==> src/rtl/tpa_pkg.sv <==
package tpa_pkg;
  typedef enum logic [1:0] {
    OWN_IDLE  = 2'd0,
    OWN_WRITE = 2'd1,
    OWN_SNOOP = 2'd2,
    OWN_CPU   = 2'd3
  } owner_e;
endpackage

==> src/rtl/tpa_snoop_check.sv <==
module tpa_snoop_check #(
  parameter int BLK_W = 27
) (
  input  logic             snp_req,
  input  logic [BLK_W-1:0] snp_blk,
  input  logic             twr_req,
  input  logic             burst_busy,
  input  logic             cpu_owed,
  input  logic             cob_valid,
  input  logic [BLK_W-1:0] cob_blk_q,
  output logic             snp_ok,
  output logic             snp_rej,
  output logic             collide
);
  logic blocked;

  always_comb begin
    collide = snp_req && cob_valid && (snp_blk == cob_blk_q);
    blocked = twr_req || burst_busy || cpu_owed || collide;
    snp_ok  = snp_req && !blocked;
    snp_rej = snp_req && blocked;
  end
endmodule

==> src/rtl/tpa_port_select.sv <==
module tpa_port_select
  import tpa_pkg::*;
(
  input  logic   twr_req,
  input  logic   snp_ok,
  input  logic   cpu_req,
  output owner_e owner,
  output logic   cpu_win
);
  always_comb begin
    if (twr_req)      owner = OWN_WRITE;
    else if (snp_ok)  owner = OWN_SNOOP;
    else if (cpu_req) owner = OWN_CPU;
    else              owner = OWN_IDLE;
    cpu_win = (owner == OWN_CPU);
  end
endmodule

==> src/rtl/tpa_castout_buf.sv <==
module tpa_castout_buf #(
  parameter int BLK_W = 27
) (
  input  logic             clk,
  input  logic             rst,
  input  logic             cob_load,
  input  logic [BLK_W-1:0] cob_blk,
  input  logic             collide,
  input  logic             bus_ready,
  input  logic             fill_pend,
  output logic             cob_valid,
  output logic [BLK_W-1:0] cob_blk_q,
  output logic             cob_hot,
  output logic             co_go,
  output logic             fill_go
);
  always_comb begin
    co_go   = bus_ready && cob_valid && (cob_hot || !fill_pend);
    fill_go = bus_ready && fill_pend && !(cob_valid && cob_hot);
  end

  always_ff @(posedge clk) begin
    if (rst) begin
      cob_valid <= 1'b0;
      cob_hot   <= 1'b0;
      cob_blk_q <= '0;
    end else begin
      if (co_go) begin
        cob_valid <= 1'b0;
        cob_hot   <= 1'b0;
      end else if (cob_load && !cob_valid) begin
        cob_valid <= 1'b1;
        cob_blk_q <= cob_blk;
      end else if (collide) begin
        cob_hot <= 1'b1;
      end
    end
  end

  // an escalated castout must never let the fill go first
  a_r6_urgent_first: assert property (@(posedge clk) disable iff (rst)
    (cob_valid && cob_hot && bus_ready) |-> (co_go && !fill_go));
endmodule

==> src/rtl/tag_port_arbiter.sv <==
module tag_port_arbiter
  import tpa_pkg::*;
#(
  parameter int ADDR_W  = 32,
  parameter int BLK_OFF = 5
) (
  input  logic                      clk,
  input  logic                      rst,
  input  logic                      cpu_req,
  input  logic [ADDR_W-1:0]         cpu_addr,
  input  logic                      snp_req,
  input  logic [ADDR_W-1:0]         snp_addr,
  input  logic                      twr_req,
  input  logic [ADDR_W-1:0]         twr_addr,
  input  logic                      burst_busy,
  input  logic                      cob_load,
  input  logic [ADDR_W-BLK_OFF-1:0] cob_blk,
  input  logic                      fill_pend,
  input  logic                      bus_ready,
  output logic                      tag_en,
  output logic                      tag_we,
  output logic [ADDR_W-1:0]         tag_addr,
  output logic [1:0]                port_owner,
  output logic                      snp_grant,
  output logic                      snp_retry,
  output logic                      cpu_stall,
  output logic                      cob_full,
  output logic                      cob_urgent,
  output logic                      co_issue,
  output logic                      fill_issue
);
  localparam int BLK_W = ADDR_W - BLK_OFF;

  logic             snp_ok, snp_rej, collide, cpu_win;
  logic             cob_valid, cob_hot, co_go, fill_go;
  logic [BLK_W-1:0] cob_blk_q;
  owner_e           owner;
  logic [ADDR_W-1:0] addr_n;

  tpa_snoop_check #(.BLK_W(BLK_W)) u_chk (
    .snp_req(snp_req), .snp_blk(snp_addr[ADDR_W-1:BLK_OFF]),
    .twr_req(twr_req), .burst_busy(burst_busy),
    .cpu_owed(cpu_stall && cpu_req),
    .cob_valid(cob_valid), .cob_blk_q(cob_blk_q),
    .snp_ok(snp_ok), .snp_rej(snp_rej), .collide(collide)
  );

  tpa_port_select u_sel (
    .twr_req(twr_req), .snp_ok(snp_ok), .cpu_req(cpu_req),
    .owner(owner), .cpu_win(cpu_win)
  );

  tpa_castout_buf #(.BLK_W(BLK_W)) u_cob (
    .clk(clk), .rst(rst), .cob_load(cob_load), .cob_blk(cob_blk),
    .collide(collide), .bus_ready(bus_ready), .fill_pend(fill_pend),
    .cob_valid(cob_valid), .cob_blk_q(cob_blk_q), .cob_hot(cob_hot),
    .co_go(co_go), .fill_go(fill_go)
  );

  always_comb begin
    case (owner)
      OWN_WRITE: addr_n = twr_addr;
      OWN_SNOOP: addr_n = snp_addr;
      OWN_CPU:   addr_n = cpu_addr;
      default:   addr_n = '0;
    endcase
  end

  always_ff @(posedge clk) begin
    if (rst) begin
      tag_en     <= 1'b0;
      tag_we     <= 1'b0;
      tag_addr   <= '0;
      port_owner <= OWN_IDLE;
      snp_grant  <= 1'b0;
      snp_retry  <= 1'b0;
      cpu_stall  <= 1'b0;
      co_issue   <= 1'b0;
      fill_issue <= 1'b0;
    end else begin
      tag_en     <= (owner != OWN_IDLE);
      tag_we     <= (owner == OWN_WRITE);
      tag_addr   <= addr_n;
      port_owner <= owner;
      snp_grant  <= snp_ok;
      snp_retry  <= snp_rej;
      cpu_stall  <= cpu_req && !cpu_win;
      co_issue   <= co_go;
      fill_issue <= fill_go;
    end
  end

  assign cob_full   = cob_valid;
  assign cob_urgent = cob_hot;

  // the two snoop answers exclude each other
  a_r8_one_answer: assert property (@(posedge clk) disable iff (rst)
    !(snp_grant && snp_retry));
  // a snoop that meets a tag write is retried
  a_r3_write_retries: assert property (@(posedge clk) disable iff (rst)
    (snp_req && twr_req) |=> snp_retry);
  // a snoop during a burst is retried
  a_r4_burst_retries: assert property (@(posedge clk) disable iff (rst)
    (snp_req && burst_busy) |=> snp_retry);
  // a tag write owns the port and stalls the processor
  a_r7_write_wins: assert property (@(posedge clk) disable iff (rst)
    (twr_req && cpu_req) |=> (tag_we && cpu_stall));
  // a stalled processor request is served next if no write interferes
  a_r2_cpu_next: assert property (@(posedge clk) disable iff (rst)
    (cpu_stall && cpu_req && !twr_req) |=> (port_owner == 2'd3));
  // one bus issue per cycle
  a_r6_single_issue: assert property (@(posedge clk) disable iff (rst)
    !(co_issue && fill_issue));
endmodule

==> config.mk <==
export PLATFORM = sky130hd
export DESIGN_NAME = tag_port_arbiter
export DESIGN_NICKNAME = d
export VERILOG_FILES = /design/src/rtl/tpa_pkg.sv /design/src/rtl/tpa_snoop_check.sv /design/src/rtl/tpa_port_select.sv /design/src/rtl/tpa_castout_buf.sv /design/src/rtl/tag_port_arbiter.sv
export SDC_FILE = /design/constraint.sdc
export NUM_CORES = 1
export LEC_CHECK = 0
export BUFFER_PORTS_ARGS = -buffer_cell sky130_fd_sc_hd__buf_2
export CORE_ASPECT_RATIO = 0.7
export CORE_MARGIN = 3
export CORE_UTILIZATION = 40
export DETAILED_ROUTE_END_ITERATION = 7
export PLACE_DENSITY = 0.76
export RECOVER_POWER = 25
export SLEW_MARGIN = 20
export SYNTH_ARGS = -nofsm -noshare
export SYNTH_HDL_FRONTEND = slang
export SYNTH_HIERARCHICAL = 1
export SYNTH_SLANG_ARGS = --single-unit
export TNS_END_PERCENT = 20
==> constraint.sdc <==
create_clock -name clk -period 2.2 [get_ports clk]
set_input_delay 0.11 -clock clk [delete_from_list [all_inputs] [get_ports clk]]
set_output_delay 0.11 -clock clk [all_outputs]
set_load 0.01 [all_outputs]
* Word level (Yosys, flattened, before mapping)
Index checks and enable logic that the tools add are counted.
Word-level totals: register bits 70, latch bits 0, RAM bits 0, bits in read-only memories 0, input bits 132, output and inout port bits 43, logic and storage cells 47, memories 0
Operators by class: $add $sub $neg 0, $mul 0, divide/modulo/power cells 0, $lt $le $gt $ge 0, equal/unequal tests 4, shifts and indexed selects 0, multiplexer cells 4, bitwise gates (word level) 2, reductions and logical operators 25
Operators by type and width (count):
- $pmux 32 s3 | 1
- $eq 27x27->1 | 1
- $logic_and 1x1->1 | 12
- $mux 2 | 3
- $logic_not 1->1 | 5
- $eq 2x2->1 const B | 2
- $logic_or 1x1->1 | 4
- $reduce_and 2->1 | 2
- $eq 2x1->1 const B | 1
- $not 1->1 | 2
- $reduce_bool 2->1 | 1
- $reduce_or 2->1 | 1

* Logic depth before layout (Yosys ltp)
word-level depth 10, gate-level depth with buffers 11, mapped depth without buffers 8

* By module
Netlist, hierarchy kept.
Modules (own cells, without submodules):
- tag_port_arbiter | times used 1, cells each 167, area each 1739.2 um^2, sequential area each 820.8 um^2
- tpa_castout_buf | times used 1, cells each 130, area each 1036.0 um^2, sequential area each 580.6 um^2
- tpa_snoop_check | times used 1, cells each 55, area each 390.4 um^2, sequential area each 0.0 um^2
- tpa_port_select | times used 1, cells each 5, area each 31.3 um^2, sequential area each 0.0 um^2

* Worst setup path before layout
No wires, ideal clock.
kind reg-to-reg, from reg u_cob.cob_valid, to reg tag_addr[10], setup time 0.086 ns, data arrival time 2.174 ns, required time 2.114 ns, path slack -0.059 ns, stages on the path, launching flop included 12, path buffers 3, period minus slack after synthesis 2.259 ns, path through dfxtp_1 > nand2_1 > nor4_1 > nand4_1 > o311a_1 > nand2b_4 > nand2b_1 > buf_4 > buf_8 > buf_2 > a21oi_1 > a211oi_1
On the way: cells in the longest elaborated chain, start to end 9, elaborated cells on any way between the ends 11, those cells by class eq/ne: 3; mux: 3; reduce/logical: 5
RTL lines:
- from (decl) | line tpa_castout_buf.sv:11 | output logic cob_valid,
- from (signal assigned) | line tpa_castout_buf.sv:24 | cob_valid <= 1'b0;
- from (signal assigned) | line tpa_castout_buf.sv:29 | cob_valid <= 1'b0;
- from (signal assigned) | line tpa_castout_buf.sv:32 | cob_valid <= 1'b1;
- $logic_and 1x1->1 * (2 in a row) | line tpa_snoop_check.sv:18 | collide = snp_req && cob_valid && (snp_blk == cob_blk_q);
- $logic_or 1x1->1 * | line tpa_snoop_check.sv:19 | blocked = twr_req || burst_busy || cpu_owed || collide;
- $logic_not 1->1 * | line tpa_snoop_check.sv:20 | snp_ok = snp_req && !blocked;
- $logic_and 1x1->1 * | line tpa_snoop_check.sv:20
- via snp_ok | line tag_port_arbiter.sv:34 | logic snp_ok, snp_rej, collide, cpu_win;
- $mux 2 * | line tpa_port_select.sv:12 | else if (snp_ok) owner = OWN_SNOOP;
- $mux 2 * | line tpa_port_select.sv:11 | if (twr_req) owner = OWN_WRITE;
- via owner[0] | line tag_port_arbiter.sv:37 | owner_e owner;
- $eq 2x2->1 / $eq 2x1->1 (equally long branches) | line tag_port_arbiter.sv:61 | case (owner)
- $pmux 32 s3 * | line tag_port_arbiter.sv:61
- to (signal assigned) | line tag_port_arbiter.sv:83 | tag_addr <= addr_n;
- to (decl) | line tag_port_arbiter.sv:22 | output logic [ADDR_W-1:0] tag_addr,
Mark *: on every way through the listed nets, which the timed path passes. The rest lies on a longest branch. A chain may end at the register's enable or synchronous reset.

* Final worst setup path
from reg u_cob.cob_blk_q[11], to reg tag_addr[2]
On the way: cells in the longest elaborated chain, start to end 9, elaborated cells on any way between the ends 11, those cells by class eq/ne: 4; mux: 3; reduce/logical: 4
RTL lines:
- from (decl) | line tpa_castout_buf.sv:12 | output logic [BLK_W-1:0] cob_blk_q,
- from (signal assigned) | line tpa_castout_buf.sv:33 | cob_blk_q <= cob_blk;
- $eq 27x27->1 * | line tpa_snoop_check.sv:18
- $logic_and 1x1->1 * | line tpa_snoop_check.sv:18
- $logic_or 1x1->1 * | line tpa_snoop_check.sv:19
- $logic_not 1->1 * | line tpa_snoop_check.sv:20
- $logic_and 1x1->1 * | line tpa_snoop_check.sv:20
- via snp_ok | line tag_port_arbiter.sv:34
- $mux 2 * | line tpa_port_select.sv:12
- $mux 2 * | line tpa_port_select.sv:11
- via owner[0] | line tag_port_arbiter.sv:37
- $eq 2x2->1 / $eq 2x1->1 (equally long branches) | line tag_port_arbiter.sv:61
- $pmux 32 s3 * | line tag_port_arbiter.sv:61
Marked as above.

==> impl_metrics.csv <==
group,metric,value,unit
yosys,yosysWarnings,6,
route,final_antenna_net_count,0,
timing,fin_crit,2.34,ns
yosys,yosysSeqAreaShare,43.8,%
power_and_ir_drop,power_frac_seq,39.5,%
floorplan,rows,26,
cells_and_area,finalInstanceArea,4770,um^2
timing,skew,0.00504,ns
power_and_ir_drop,p_int,0.00264,W
route,drc,0,
clocking,cts.clk_slew.worst_paths,0.05,ns
critical_path,worst_setup_path_start_kind,"register",
route,initialDrtViolationCount,190,
cells_and_area,reg_top3,"tag_addr: 32 flops, u_cob/cob_blk_q: 27 flops, port_owner: 2 flops",
placed_design,placed_cell_area,4220,um^2
global_route,grtUsageMet3,5.36,%
yosys,synth_top_area_share,43.8,%
floorplan,die_width,113,um
status,violations,"setup timing",
cells_and_area,top_register,"tag_addr",
timing,slew_headroom,47.8,%
route,wl_per_cell,16.6,um
global_route,grt_max_degree,39,
floorplan,die_h,80.8,um
route,vias,3264,
critical_path,crit_required,2.40,ns
power_and_ir_drop,pwr-share-clk,41.6,%
yosys,syn_area,3200,um^2
floorplan,core_area,7510,um^2
cells_and_area,fin_cells,645,
job,drv_cap,0,
cells_and_area,final_cell_mix,"buf_2 (156), dfxtp_1 (67), a21oi_1 (61), nand2_1 (58), a211oi_1 (25)",
global_route,met1_usage,30.3,%
yosys,synthTopCellsByArea,"dfxtp_1 (44%), mux2i_1 (10%), a21oi_1 (9.7%)",
global_route,grt_overflow,0,
critical_path,crit_fanout,5,
yosys,syn_avg_cell_area,8.95,um^2
power_and_ir_drop,ir_drop,0.386,mV
clocking,cts-root-buf,"clkbuf_16",
placed_design,routabilityCongestion,0.974,
global_route,use_met2,35.6,%
timing,fin_crit_sh,106,%
floorplan,dieArea,9120,um^2
floorplan,ios,175,
placed_design,dp.cells,620,
cells_and_area,finalNetCount,675,
clocking,cts_hold_buffers,0,
route,wirelength,10.7,mm
timing,setup_viol,31,
cells_and_area,final_common_cell,"buf_2",
route,dr.pass1.iters,4,
clocking,cts_max_level,3,
route,viasPerCell,5.06,
timing,finalHoldViolCount,0,
global_route,grt_pass1_vias,3194,
hold_path,worstHoldPathType,"input port to register",
critical_path,worstPathArrival,2.54,ns
yosys,syn_inst,357,
cells_and_area,largest_reg_flops,32,
clocking,cts.path.max_buffers,2,
cells_and_area,final_util,63.5,%
critical_path,cp-end-kind,"register",
clocking,cts_tree,"yes",
yosys,yosysTopAreaCell,"dfxtp_1",
power_and_ir_drop,p_leak,2.26,nW
timing,tightest_slew,0.783,ns
timing,slew_violations,0,
timing,fmax,428,MHz
cells_and_area,num_antenna_cells,0,
power_and_ir_drop,p_comb_share,18.9,%
yosys,ys_types,28,
cells_and_area,drive_above_1_share,41.5,%
power_and_ir_drop,switching_share,25.2,%
yosys,synth_fp_nets,489,
clocking,cts_buffers,9,
status,outcome,"finished, violations left",
clocking,clk_latency,0.32,ns
cells_and_area,syn2layout_area_growth,49.3,%
power_and_ir_drop,power,0.00353,W
floorplan,initial_core_util,42.5,%
clocking,cts_sinks,70,
global_route,busiest_layer,"met2",
placed_design,port_buffers,174,
timing,fin_tns_setup,-2.08,ns
power_and_ir_drop,p_switching,0.000890,W
critical_path,crit_type,"register to register",
yosys,ys_ff_latch,70,
power_and_ir_drop,power_density,739,nW/um^2
global_route,antenna_found_initial,0,
global_route,grt_pass1_wl,16.0,mm
timing,fin_ws,-0.135,ns
global_route,grt.total_usage,22.5,%
timing,grt_setup_unrepaired,"true",
placed_design,dp_hpwl,8.16,mm
-- final timing paths --
path	startpoint	to	slack (ns)	cells after the start
max	u_cob/cob_blk_q[11]	tag_addr[2]	-0.14	9
min	cob_blk[3]	u_cob/cob_blk_q[3]	0.02	3
max reg2reg	u_cob/cob_blk_q[11]	tag_addr[2]	-0.14	9
min reg2reg	u_cob/cob_blk_q[13]	u_cob/cob_blk_q[13]	0.46	2
-- metal layers --
layer / part of all wire, % / wire length (um)
met3: 7.4 / 790
met4: 1.5 / 163
met2: 47 / 4970
met5: 0 / 0
met1: 45 / 4760
-- Yosys cell counts, drive strengths merged --
cell / count
buf: 20
xnor2: 2
and2: 1
nor4: 9
nand4: 4
o32ai: 1
nand3: 2
a211oi: 32
nor2b: 8
clkbuf: 8
nor3: 4
nor3b: 1
inv: 2
a21oi: 62
dfxtp: 70
o311a: 1
xor2: 25
mux2i: 32
nor2: 12
nand2: 58
nand2b: 3
-- power groups by stage --
| stage | combinational [W] | sequential (W) | clock, W |
|---|---|---|---|
| after detailed placement | 0.000601 | 0.00142 | 0 |
| after floorplan | 0.000296 | 0.00144 | 0 |
| after global routing | 0.000728 | 0.00140 | 0.00155 |
| final | 0.000666 | 0.00139 | 0.00147 |
| after global placement | 0.000588 | 0.00141 | 0 |
| after CTS | 0.000641 | 0.00139 | 0.00149 |
-- logic make-up (layout without fill, tap and decap cells) --
kind of cell	after synthesis	after routing	share of synthesized area, %
AO/OA/AOI/OAI	96	96	18.1
XOR/XNOR	27	27	7.40
buffers and inverters	30	219	6.11
flip-flops	70	70	43.8
AND/OR/NAND/NOR	102	103	14.5
multiplexers	32	32	10.0
-- stage by stage --
stage	hold slack (ns)	worst slack, ns
floorplan	0.189	0.00849
global route	0.0184	-0.244
detailed placement	0.358	-0.164
global placement	0.354	-0.133
finish	0.0227	-0.135
CTS	0.0161	-0.0880
-- timing repair --
| action | 4_1_cts | 5_1_grt |
|---|---|---|
| pin swaps | 7 | 10 |
| endpoints found under the hold margin | 0 | 0 |
| setup endpoints to repair | 32 | 36 |
| buffers inserted | 2 | 4 |
| cloned | 4 | 1 |
| resized for setup | 8 | 20 |
-- critical path: stages (launching register included) --
cell	delay (ns)
dfxtp_2	0.32
xor2_1	0.16
nor4_1	0.28
nand4_1	0.16
o311a_1	0.39
nand2b_4	0.18
nand2b_4	0.14
bufbuf_16	0.28
mux2i_2	0.21
a211oi_2	0.09
-- layout make-up --
cell class	instances	area, um^2
Clock inverter	3	42.5
Tap cell	98	123
Fill cell	638	2740
Sequential cell	70	1410
Timing Repair Buffer	202	1210
Multi-Input combinational cell	258	1720
Clock buffer	12	267
Inverter	2	7.51
No activity file was read; power rests on OpenSTA's default activity.
